[src/rtl/fill_pkg.sv]
package fill_pkg;

   localparam int WORD_W  = 32;
   localparam int BE_W    = WORD_W / 8;
   localparam int COORD_W = 16;

   typedef enum logic [1:0] {
      DEPTH_NONE = 2'd0,
      DEPTH_16   = 2'd1,
      DEPTH_32   = 2'd2
   } depth_e;

   typedef struct packed {
      logic [COORD_W-1:0] x1;
      logic [COORD_W-1:0] y1;
      logic [COORD_W-1:0] x2;
      logic [COORD_W-1:0] y2;
      logic [COORD_W-1:0] pitch;
      logic [7:0]         rop;
      depth_e             depth;
      logic               rgb_en;
      logic               alpha_en;
      logic [WORD_W-1:0]  base;
      logic [WORD_W-1:0]  color;
   } fill_cmd_t;

endpackage

[src/rtl/fill_cmd_rx.sv]
module fill_cmd_rx
   import fill_pkg::*;
#(
   parameter int RGB_BIT   = 20,
   parameter int ALPHA_BIT = 21
) (
   input  logic              clk,
   input  logic              rst_n,
   input  logic              in_valid,
   input  logic [WORD_W-1:0] in_data,
   input  logic              accept_en,
   output logic              fire,
   output logic              collecting,
   output fill_cmd_t         cmd
);

   localparam int NWORDS = 6;
   localparam int NHELD  = NWORDS - 1;
   localparam int IDX_W  = $clog2(NWORDS);

   logic [IDX_W-1:0]  idx;
   logic [WORD_W-1:0] held [NHELD];
   logic              hs;

   assign hs         = in_valid & accept_en;
   assign fire       = hs && (idx == IDX_W'(NWORDS - 1));
   assign collecting = (idx != '0);

   always_ff @(posedge clk or negedge rst_n) begin
      if (!rst_n) begin
         idx <= '0;
      end else if (hs) begin
         idx <= fire ? '0 : idx + 1'b1;
      end
   end

   always_ff @(posedge clk) begin
      for (int i = 0; i < NHELD; i++) begin
         if (hs && (idx == IDX_W'(i))) held[i] <= in_data;
      end
   end

   // word 0 header, 1 control, 2 top-left, 3 bottom-right, 4 base, 5 value
   always_comb begin
      cmd.alpha_en = held[0][ALPHA_BIT];
      cmd.rgb_en   = held[0][RGB_BIT];
      cmd.pitch    = held[1][15:0];
      cmd.rop      = held[1][23:16];
      unique case (held[1][25:24])
         2'b01:   cmd.depth = DEPTH_16;
         2'b11:   cmd.depth = DEPTH_32;
         default: cmd.depth = DEPTH_NONE;
      endcase
      cmd.x1    = held[2][15:0];
      cmd.y1    = held[2][31:16];
      cmd.x2    = held[3][15:0];
      cmd.y2    = held[3][31:16];
      cmd.base  = held[4];
      cmd.color = in_data;
   end

   logic unused_bits;
   assign unused_bits = ^{held[0], held[1][31:26]};

endmodule

[src/rtl/fill_walk.sv]
module fill_walk
   import fill_pkg::*;
#(
   parameter int ADDR_W   = 32,
   parameter bit ROP_FULL = 1'b1
) (
   input  logic              clk,
   input  logic              rst_n,
   input  logic              load,
   input  fill_cmd_t         cmd,
   output logic              active,
   output logic              done,
   output logic [ADDR_W-1:0] wr_addr,
   output logic [WORD_W-1:0] wr_data,
   output logic [BE_W-1:0]   wr_be
);

   logic [COORD_W-1:0] width, height;
   logic [2:0]         step;
   logic [BE_W-1:0]    be_n;
   logic [WORD_W-1:0]  pix, data_n;
   logic               non_empty;
   logic [WORD_W-1:0]  row_off, col_off;
   logic [ADDR_W-1:0]  start_addr;

   if (ROP_FULL) begin : g_rop_full
      always_comb begin
         unique case (cmd.rop)
            8'h0F:   pix = ~cmd.color;
            8'h00:   pix = '0;
            8'hFF:   pix = '1;
            default: pix = cmd.color;
         endcase
      end
   end else begin : g_rop_solid
      assign pix = cmd.color;
   end

   always_comb begin
      unique case (cmd.depth)
         DEPTH_16: begin
            step   = 3'd2;
            be_n   = 4'b0011;
            data_n = {16'h0000, pix[15:0]};
         end
         DEPTH_32: begin
            step   = 3'd4;
            be_n   = {cmd.alpha_en, {3{cmd.rgb_en}}};
            data_n = pix;
         end
         default: begin
            step   = 3'd0;
            be_n   = '0;
            data_n = '0;
         end
      endcase
   end

   assign width      = cmd.x2 - cmd.x1;
   assign height     = cmd.y2 - cmd.y1;
   assign non_empty  = (cmd.x1 < cmd.x2) && (cmd.y1 < cmd.y2) && (be_n != '0);
   assign row_off    = 32'(cmd.y1) * 32'(cmd.pitch);
   assign col_off    = 32'(cmd.x1) * 32'(step);
   assign start_addr = ADDR_W'(cmd.base + row_off + col_off);

   logic [COORD_W-1:0] col_cnt, width_m1, row_cnt;
   logic [ADDR_W-1:0]  row_addr, addr, pitch_q;
   logic [2:0]         step_q;
   logic [BE_W-1:0]    be_q;
   logic [WORD_W-1:0]  data_q;

   always_ff @(posedge clk or negedge rst_n) begin
      if (!rst_n) begin
         active   <= 1'b0;
         done     <= 1'b0;
         col_cnt  <= '0;
         width_m1 <= '0;
         row_cnt  <= '0;
         row_addr <= '0;
         addr     <= '0;
         pitch_q  <= '0;
         step_q   <= '0;
         be_q     <= '0;
         data_q   <= '0;
      end else begin
         done <= 1'b0;
         if (load) begin
            active   <= non_empty;
            done     <= ~non_empty;
            col_cnt  <= width - 1'b1;
            width_m1 <= width - 1'b1;
            row_cnt  <= height - 1'b1;
            row_addr <= start_addr;
            addr     <= start_addr;
            pitch_q  <= ADDR_W'(cmd.pitch);
            step_q   <= step;
            be_q     <= be_n;
            data_q   <= data_n;
         end else if (active) begin
            if (col_cnt == '0) begin
               if (row_cnt == '0) begin
                  active <= 1'b0;
                  done   <= 1'b1;
               end else begin
                  row_cnt  <= row_cnt - 1'b1;
                  col_cnt  <= width_m1;
                  row_addr <= row_addr + pitch_q;
                  addr     <= row_addr + pitch_q;
               end
            end else begin
               col_cnt <= col_cnt - 1'b1;
               addr    <= addr + ADDR_W'(step_q);
            end
         end
      end
   end

   assign wr_addr = addr;
   assign wr_data = data_q;
   assign wr_be   = be_q;

endmodule

[src/rtl/fill_blitter.sv]
module fill_blitter
   import fill_pkg::*;
#(
   parameter int ADDR_W    = 32,
   parameter int RGB_BIT   = 20,
   parameter int ALPHA_BIT = 21,
   parameter bit ROP_FULL  = 1'b1
) (
   input  logic              clk,
   input  logic              rst_n,
   input  logic              cmd_valid,
   input  logic [WORD_W-1:0] cmd_data,
   output logic              cmd_ready,
   output logic              busy,
   output logic              done,
   output logic              wr_en,
   output logic [ADDR_W-1:0] wr_addr,
   output logic [WORD_W-1:0] wr_data,
   output logic [BE_W-1:0]   wr_be
);

   if (ADDR_W < COORD_W || ADDR_W > WORD_W) begin : g_bad_addr
      $error("fill_blitter: ADDR_W must lie between 16 and 32");
   end
   if (RGB_BIT == ALPHA_BIT || RGB_BIT < 0 || RGB_BIT >= WORD_W ||
       ALPHA_BIT < 0 || ALPHA_BIT >= WORD_W) begin : g_bad_flags
      $error("fill_blitter: channel flag bits must be distinct header bits");
   end

   fill_cmd_t cmd;
   logic      fire, collecting, active;

   assign cmd_ready = ~active;
   assign busy      = collecting | active;
   assign wr_en     = active;

   fill_cmd_rx #(
      .RGB_BIT   (RGB_BIT),
      .ALPHA_BIT (ALPHA_BIT)
   ) u_rx (
      .clk        (clk),
      .rst_n      (rst_n),
      .in_valid   (cmd_valid),
      .in_data    (cmd_data),
      .accept_en  (cmd_ready),
      .fire       (fire),
      .collecting (collecting),
      .cmd        (cmd)
   );

   fill_walk #(
      .ADDR_W   (ADDR_W),
      .ROP_FULL (ROP_FULL)
   ) u_walk (
      .clk     (clk),
      .rst_n   (rst_n),
      .load    (fire),
      .cmd     (cmd),
      .active  (active),
      .done    (done),
      .wr_addr (wr_addr),
      .wr_data (wr_data),
      .wr_be   (wr_be)
   );

endmodule

[config.mk]
export PLATFORM = sky130hd
export DESIGN_NAME = fill_blitter
export DESIGN_NICKNAME = d
export VERILOG_FILES = /design/src/rtl/fill_pkg.sv /design/src/rtl/fill_cmd_rx.sv /design/src/rtl/fill_walk.sv /design/src/rtl/fill_blitter.sv
export SDC_FILE = /design/constraint.sdc
export NUM_CORES = 1
export LEC_CHECK = 0
export BUFFER_PORTS_ARGS = -buffer_cell sky130_fd_sc_hd__buf_2
export CORE_ASPECT_RATIO = 0.5
export CORE_MARGIN = 8
export CORE_UTILIZATION = 40
export DETAILED_ROUTE_END_ITERATION = 10
export PLACE_DENSITY = 0.64
export SLEW_MARGIN = 30
export SYNTH_ARGS = -nofsm -noshare
export SYNTH_HDL_FRONTEND = slang
export SYNTH_SLANG_ARGS = --single-unit
[constraint.sdc]
create_clock -name clk -period 7 [get_ports clk]
set_input_delay 0.7 -clock clk [delete_from_list [all_inputs] [get_ports clk]]
set_output_delay 0.7 -clock clk [all_outputs]
set_load 0.005 [all_outputs]
==> flow_summary.yaml, run 1 <==
setup_path:
  worstPathArrival_ns: 7.13
  startpoint: "u_rx.held[0][87]$_DFFE_PP_"
  critPathRequiredTime_ns: 7.43
  cp-end-kind: "flop"
  rr_startpoint: "u_rx.held[0][87]$_DFFE_PP_"
  critPathLaunchType: "flop"
  worstPathMaxFanout: 10
  ff2ff_path_depth: 22
  criticalPathCategory: "reg -> reg"
routing:
  drc: 0
  ant_nets: 0
  vias_per_cell: 5.35
  drtIter0Drc: 1991
  totalWireLength_um: 77900
  routedWlPerCell_um: 20.1
  dr_total_vias: 20800
  firstDrtPassIters: 6
clock_tree:
  cts_buffer_depth: 3
  h-tree-depth: 2
  clkTransAtPathRegs_ns: 0.06
  insertion_delay_ns: 0.56
  holdBufCountCts: 0
  numCtsBuffers: 35
  tritoncts: "done"
  root_buffer: "clkbuf_16"
  cts.sinks: 294
run:
  maxCapViolCount: 0
placed_design:
  gp_congestion: 0.900
  post_dp_cell_area_mm2: 0.0285
  dp_hpwl_um: 58800
  post-place-ws_ns: 0.0375
  dp.cells: 3787
  io_buffers: 106
sta:
  finalMaxSlewViolations: 0
  fin_worst_skew_ns: 0.0190
  fmax_mhz: 149
  setup_viol: 0
  tightest_slew_ns: 0.881
  timing.final.crit_share: 0.956
  max-slew-margin-rel: 0.413
  min_period_ns: 6.69
  setup_slack_ns: 0.308
  hold_viol_final: 0
synthesis:
  synth_ff_type: "dfrtp_1"
  synth_edf_count: 124
  synthSimpleGateAreaFrac: 0.149
  ys_warn_count: 0
  synth_nets: 3326
  synthMuxAreaShare: 0.00495
  netlist_area_mm2: 0.0266
  synth_seq_cells: 294
  synth_xor_area_frac: 0.0369
  synth_top_family_by_area: "adder cells"
  async_reset_ff_frac: 0.578
  syn_area_per_cell_um2: 9.42
  yosysSeqAreaShare: 0.300
  synthAdderAreaFrac: 0.294
  synth_compound_gate_area_share: 0.133
  syn_inst: 2821
  synth.distinct_cells: 82
global_routing:
  antenna_found_initial: 1
  grt_pass1_wl_um: 122000
  groute.usage.overall: 0.204
  grt-ovfl-total: 0
  grt_pass1_vias: 20800
  grt_max_degree: 72
layout:
  final_common_cell: "inv_1"
  area_growth_syn_to_layout_pct: 13.2
  stdcell_count: 3880
  utilization: 0.460
  final_nets: 3475
  drive_gt1_frac: 0.111
  stdcell_area_mm2: 0.0301
  layout_common_cells: "inv_1 (459), nand2_1 (333), fa_1 (257), ha_1 (210), o21ai_0 (177)"
die:
  dieWidth_um: 380
  rows: 66
  ios: 107
  dieArea_mm2: 0.0754
  start_util: 0.407
  die_h_um: 198
  core_mm2: 0.0653
worst_hold_path:
  hp-class: "in -> async"
run_status:
  status: "finished, final reports clean"
==> layout make-up <==
type / instances / area (um2)
fill: 6163 / 35200
tap: 884 / 1110
antenna: 1 / 2.50
clock buffer: 45 / 1020
clock inverter: 17 / 251
sequential: 294 / 7980
multi-input combinational: 1958 / 16500
inverter: 459 / 1720
timing repair buffer: 222 / 1460
==> routing by layer <==
layer,global-route usage,routed length (um),share of wire,vias to the layer above
li1,-,-,-,9562
met1,0.297,36300,0.47,10400
met2,0.319,34300,0.44,662
met3,0.0263,4810,0.062,124
met4,0.0602,2430,0.031,0
met5,0,0,0,-
==> timing repair <==
item / CTS / global route
setup endpoints to repair: 0 / 27
setup buffers: 0 / 30
gates resized for setup: 0 / 25
==> critical path, cell delays in order (launching register included) <==
cell and delay, ns:
edfxtp_1 0.41, buf_4 0.17, buf_12 0.12, buf_6 0.14, and2_1 0.18, fa_1 0.57, fa_1 0.44, fa_1 0.53
fa_1 0.44, fa_1 0.48, fa_1 0.61, inv_1 0.10, fa_1 0.48, inv_1 0.04, ha_1 0.20, a21oi_1 0.22
o21bai_1 0.08, a21oi_1 0.30, nor2_1 0.07, o21ai_0 0.39, o31a_1 0.21, o21ai_0 0.11, a221o_1 0.27
==> cells in the mapped netlist (5+ instances only) <==
library cell,count,share of area
nand4_1,16,0.0038
o22ai_1,12,0.0028
a211o_1,9,0.0030
fa_1,258,0.19
and4_1,5,0.0016
a211oi_1,25,0.0071
nor2b_1,12,0.0028
o31ai_1,11,0.0031
nor4_1,10,0.0024
edfxtp_1,124,0.14
dfrtp_1,170,0.16
nand2b_1,14,0.0033
buf_1,8,0.0011
nand3_1,36,0.0068
o21ai_0,180,0.034
clkbuf_1,88,0.012
and2_1,157,0.037
o211ai_1,18,0.0051
xor2_1,42,0.014
nor3_2,7,0.0026
a22oi_1,8,0.0023
a21o_1,33,0.0093
a21boi_0,7,0.0020
and3_1,34,0.0080
ha_1,212,0.10
mux2i_1,12,0.0045
o221ai_1,7,0.0023
or3_1,7,0.0016
xnor2_1,70,0.023
nand2_1,333,0.047
a22o_1,32,0.011
nor3_1,36,0.0068
a21oi_1,106,0.020
inv_1,459,0.065
a31oi_1,17,0.0040
buf_2,8,0.0015
o21ai_1,13,0.0024
nor2_1,125,0.018
o21bai_1,10,0.0028
buf_4,6,0.0017
o21a_1,18,0.0051
==> final timing paths <==
check                      slack, ns                         endpoint
setup reg to reg                0.31   u_walk.wr_addr[24]$_DFFE_PN0P_
hold reg to reg                 0.48  u_walk.width_m1[12]$_DFFE_PN0P_
hold / removal                  0.07      u_walk.wr_be[3]$_DFFE_PN0P_
min in group clk                0.42      u_rx.held[0][113]$_DFFE_PP_
setup / recovery                0.31   u_walk.wr_addr[24]$_DFFE_PN0P_
max in group asynchronous       5.78    u_walk.row_cnt[7]$_DFFE_PN0P_
==> through the flow <==
step / hold slack, ns / TNS [ns]
after floorplan: 0.404 / 0
after global placement: 0.451 / 0
after detailed placement: 0.462 / 0
after CTS: 0.0676 / 0
after global routing: 0.0950 / -0.0524
final: 0.0731 / 0
==> state kept, by name (all words and copies together), names as in the netlist <==
signal / cells
u_walk.width_m1: 16
u_walk.active: 1
u_walk.row_cnt: 16
u_rx.held: 124
u_walk.row_addr: 32
u_walk.pitch_q: 16
u_walk.done: 1
u_rx.idx: 3
u_walk.col_cnt: 16
u_walk.wr_addr: 32
u_walk.wr_data: 32
u_walk.step_q: 2
u_walk.wr_be: 3
==> kinds of logic (layout without fill, tap and decap cells) <==
family,count (synthesis),in the layout
and+or+nand+nor,815,815
adders and majority gates,470,470
buffers and inverters,569,743
xor gates and xnor gates,112,112
muxes,13,13
DFF,294,294
other,0,1
AOI/OAI and AO/OA,548,548
Power of run 1 is left out: the tool's default activity adds up to more than one toggle a clock period on the data nets, which glitch-free logic cannot reach.
==> inputs of run 2 (changes only) <==
PLACE_DENSITY = 0.62   (was 0.64)
clock period = 8.25 ns   (was 7 ns; I/O delays follow)
==> flow_summary.yaml, run 2 (synthesis results as in run 1) <==
die:
  dieWidth_um: 380
  ios: 107
  dieArea_mm2: 0.0754
  die_h_um: 198
  start_util: 0.407
  core_mm2: 0.0653
  rows: 66
clock_tree:
  insertion_delay_ns: 0.54
  post_cts_buffers: 0
  holdBufCountCts: 0
  numCtsBuffers: 34
  ctsResizeCount: 0
  cts.sinks: 294
  clkTransAtPathRegs_ns: 0.07
  tritoncts: "done"
  cts_buffer_depth: 3
  root_buffer: "clkbuf_16"
  h-tree-depth: 2
global_routing:
  grt_pass1_vias: 20300
  grt_pass1_wl_um: 120000
  grt_util_met1: 0.290
  use_met2: 0.304
  grt-ovfl-total: 0
  busiest_layer: "met2"
  grt_max_degree: 82
  groute.usage.overall: 0.201
  gr-usage-met3: 0.0404
  antenna_found_initial: 1
sta:
  tightest_slew_ns: 1.02
  min_period_ns: 7.41
  timing.final.crit_share: 0.898
  fmax_mhz: 135
  max-slew-margin-rel: 0.319
  setup_viol: 0
  hold_viol_final: 0
  tns_ns: 0
  finalMaxSlewViolations: 0
  rsz0062_at_grt: "false"
  fin_worst_skew_ns: 0.0176
placed_design:
  dp.cells: 3730
  dp_hpwl_um: 57400
  gp_congestion: 0.887
  io_buffers: 106
routing:
  drc: 0
  ant_nets: 0
  routedWlPerCell_um: 20.2
  drtIter0Drc: 1641
  vias_per_cell: 5.39
  dr_total_vias: 20400
  totalWireLength_um: 76700
  firstDrtPassIters: 5
setup_path:
  critPathLaunchType: "flop"
  cp-end-kind: "flop"
  crit_chain: "nor2b_2, and2_1, fa_1, fa_1, ha_1, fa_1, inv_1, fa_1, inv_1, fa_1, inv_1, fa_1, inv_1, ha_1, a21o_1, and2_1, a211oi_2, o311ai_1, nor2_2, o21ai_1, a41oi_2, xor2_1, o221ai_1"
  critPathSlowestCell: "edfxtp_1"
  worstPathMaxFanout: 19
  slowest_delay_ns: 0.66
  crit_top_cell: "fa_1"
  startpoint: "u_rx.held[0][56]$_DFFE_PP_"
  rr_startpoint: "u_rx.held[0][56]$_DFFE_PP_"
  worstPathArrival_ns: 7.78
  criticalPathCategory: "reg -> reg"
  crit_family: "adder cells"
  critPathRequiredTime_ns: 8.62
  path_buf_inv: 4
layout:
  utilization: 0.446
  fillerInstances: 6178
  drive_gt1_frac: 0.0801
  final_nets: 3387
  top_register: "u_rx.held"
  final_common_cell: "inv_1"
  layout_common_cells: "inv_1 (459), nand2_1 (332), fa_1 (258), ha_1 (212), o21ai_0 (179)"
  stdcell_count: 3792
  largest_reg_flops: 124
  area_growth_syn_to_layout_pct: 9.63
  diodes: 0
run_status:
  status: "finished, final reports clean"
run:
  maxCapViolCount: 0
worst_hold_path:
  hp-class: "in -> async"
## run 2: cell types whose count changed in the layout (fill, tap and decap cells not counted), sizes merged
cell / delta
clkinv: +3
clkinvlp: +1
diode: -1
buf: -87
bufinv: -4
## run 2: worst register-to-register path, cell delays in order, from the launching register on
cell      delay, ns
edfxtp_1       0.66
nor2b_2        0.65
and2_1         0.24
fa_1           0.44
fa_1           0.47
ha_1           0.34
fa_1           0.51
inv_1          0.05
fa_1           0.47
inv_1          0.05
fa_1           0.53
inv_1          0.05
fa_1           0.49
inv_1          0.05
ha_1           0.38
a21o_1         0.22
and2_1         0.16
a211oi_2       0.36
o311ai_1       0.22
nor2_2         0.20
o21ai_1        0.12
a41oi_2        0.23
xor2_1         0.22
o221ai_1       0.15
## run 2: cell type report
cell class | instances | area [um2] | share of cell area
multi-input cells | 1958 | 16400 | 0.565
flip-flops and latches | 294 | 7980 | 0.274
inverters | 459 | 1720 | 0.0592
well taps | 884 | 1110 | 0.0380
clock buffers | 45 | 957 | 0.0329
repair buffers | 135 | 758 | 0.0260
clock inverters | 17 | 156 | 0.00537
## run 2: stage by stage
stage / cell area (um2) / hold slack [ns] / worst slack, ns
after CTS: 29100 / 0.363 / 0.589
after floorplan: 26600 / 0.439 / 1.69
after detailed placement: 28000 / 0.462 / 0.628
after global placement: 28000 / 0.453 / 0.831
final: 29100 / 0.333 / 0.838
after global routing: 29100 / 0.406 / 0.479
## run 2: final timing paths
kind                            depth (start not counted)  slack (ns)                             end
worst max-delay path                                   23        0.84  u_walk.wr_addr[29]$_DFFE_PN0P_
worst min-delay path                                    1        0.33  u_walk.wr_data[21]$_DFFE_PN0P_
worst max register to register                         23        0.84  u_walk.wr_addr[29]$_DFFE_PN0P_
worst min register to register                          2        0.48  u_walk.width_m1[6]$_DFFE_PN0P_
max in group asynchronous                               2        6.73  u_walk.wr_addr[20]$_DFFE_PN0P_
min in group clk                                        2        0.48  u_walk.width_m1[6]$_DFFE_PN0P_
## run 2: routing by layer
layer	wire (um)	up-vias
li1	-	9418
met4	2320	0
met2	32700	707
met5	0	-
met1	35600	10200
met3	6120	115
Power of run 2 is left out for the same reason.
==> inputs of run 3 (changes only) <==
RECOVER_POWER = 50   (was unset)
==> flow_summary.yaml, run 3 (synthesis results as in run 1) <==
die:
  start_util: 0.407
  dieWidth_um: 380
  rows: 66
  ios: 107
  die_h_um: 198
  core_mm2: 0.0653
  dieArea_mm2: 0.0754
routing:
  firstDrtPassIters: 6
  drc: 0
  drtIter0Drc: 1672
  vias_per_cell: 5.39
  routedWlPerCell_um: 20.2
  ant_nets: 0
  dr_total_vias: 20500
  totalWireLength_um: 76700
setup_path:
  crit_family: "adder cells"
  critPathLaunchType: "flop"
  crit_chain: "nor2b_2, and2_1, fa_1, fa_1, ha_1, fa_1, inv_1, fa_1, inv_1, fa_1, inv_1, fa_1, inv_1, ha_1, a21o_1, and2_1, a211oi_2, o311ai_1, nor2_2, o21ai_1, a41oi_2, xor2_1, o221ai_1"
  cp-end-kind: "flop"
  criticalPathCategory: "reg -> reg"
  ff2ff_path_depth: 23
  crit_cells: 23
  critPathSlowestCell: "edfxtp_1"
  critPathRequiredTime_ns: 8.62
  worstPathMaxFanout: 19
  path_buf_inv: 4
  crit_top_cell: "fa_1"
  slowest_delay_ns: 0.65
  worstPathArrival_ns: 7.76
global_routing:
  groute.usage.overall: 0.201
  use_met2: 0.304
  grt_pass1_vias: 20300
  busiest_layer: "met2"
  grt_max_degree: 82
  grt-ovfl-total: 0
  antenna_found_initial: 1
  grt_util_met1: 0.290
  grt_pass1_wl_um: 120000
  gr-usage-met3: 0.0404
placed_design:
  dp_hpwl_um: 57400
  dp.cells: 3730
  io_buffers: 106
  gp_congestion: 0.887
clock_tree:
  clkTransAtPathRegs_ns: 0.07
  ctsResizeCount: 0
  holdBufCountCts: 0
  numCtsBuffers: 34
  root_buffer: "clkbuf_16"
  post_cts_buffers: 0
  cts.sinks: 294
  tritoncts: "done"
  h-tree-depth: 2
  cts_buffer_depth: 3
  insertion_delay_ns: 0.54
layout:
  stdcell_count: 3793
  final_nets: 3387
  drive_gt1_frac: 0.0616
  final_common_cell: "inv_1"
  layout_common_cells: "inv_1 (459), nand2_1 (332), fa_1 (258), ha_1 (212), o21ai_0 (179)"
  top_register: "u_rx.held"
  largest_reg_flops: 124
  area_growth_syn_to_layout_pct: 9.33
sta:
  tightest_slew_ns: 4.68
  tns_ns: 0
  timing.final.crit_share: 0.896
  finalMaxSlewViolations: 151
  hold_viol_final: 0
  min_period_ns: 7.39
  rsz0062_at_grt: "false"
  setup_viol: 0
  fmax_mhz: 135
  fin_worst_skew_ns: 0.0171
  max-slew-margin-rel: -2.12
run_status:
  violations: "max-capacitance violations, max-slew violations"
  status: "finished, violations left"
worst_hold_path:
  hold_depth: 2
  hp-class: "reg -> reg"
run:
  maxCapViolCount: 2
==> run 3: through the flow <==
stage	utilization	hold slack [ns]	setup slack (ns)	area [um2]
after floorplan	-	0.439	1.69	26600
after global placement	0.429	0.453	0.831	28000
after detailed placement	0.429	0.462	0.628	28000
after CTS	0.446	0.363	0.589	29100
after global routing	0.445	0.495	0.479	29000
final	0.445	0.476	0.856	29000
==> run 3: path summary, 6_finish.rpt <==
| check | startpoint | to | slack [ns] |
|---|---|---|---|
| setup / recovery | u_rx.held[0][56]$_DFFE_PP_ | u_walk.wr_addr[29]$_DFFE_PN0P_ | 0.86 |
| hold reg to reg | u_walk.width_m1[6]$_DFFE_PN0P_ | u_walk.width_m1[6]$_DFFE_PN0P_ | 0.48 |
| min in group asynchronous | rst_n | u_walk.wr_data[21]$_DFFE_PN0P_ | 1.95 |
| max in group asynchronous | rst_n | u_walk.wr_addr[10]$_DFFE_PN0P_ | 2.73 |
| setup reg to reg | u_rx.held[0][56]$_DFFE_PP_ | u_walk.wr_addr[29]$_DFFE_PN0P_ | 0.86 |
| hold / removal | u_walk.width_m1[6]$_DFFE_PN0P_ | u_walk.width_m1[6]$_DFFE_PN0P_ | 0.48 |
==> run 3: layout make-up <==
class | instances | area, um2
diodes | 1 | 2.50
inverters | 459 | 1720
fillers | 6214 | 36300
repair buffers | 135 | 676
clock inverters | 17 | 156
well taps | 884 | 1110
flip-flops and latches | 294 | 7980
multi-input cells | 1958 | 16400
clock buffers | 45 | 957
==> run 3: layer usage <==
metal	vias to the layer above	routed length (um)
li1	9413	-
met1	10200	35600
met2	720	32700
met3	116	6170
met4	0	2240
met5	-	0
==> run 3: tightest hold or removal path, cell delays in order, from the launching register on <==
cell and delay, ns:
dfrtp_1 0.34, nand2_1 0.04, o21ai_0 0.06
Power of run 3 is left out for the same reason.
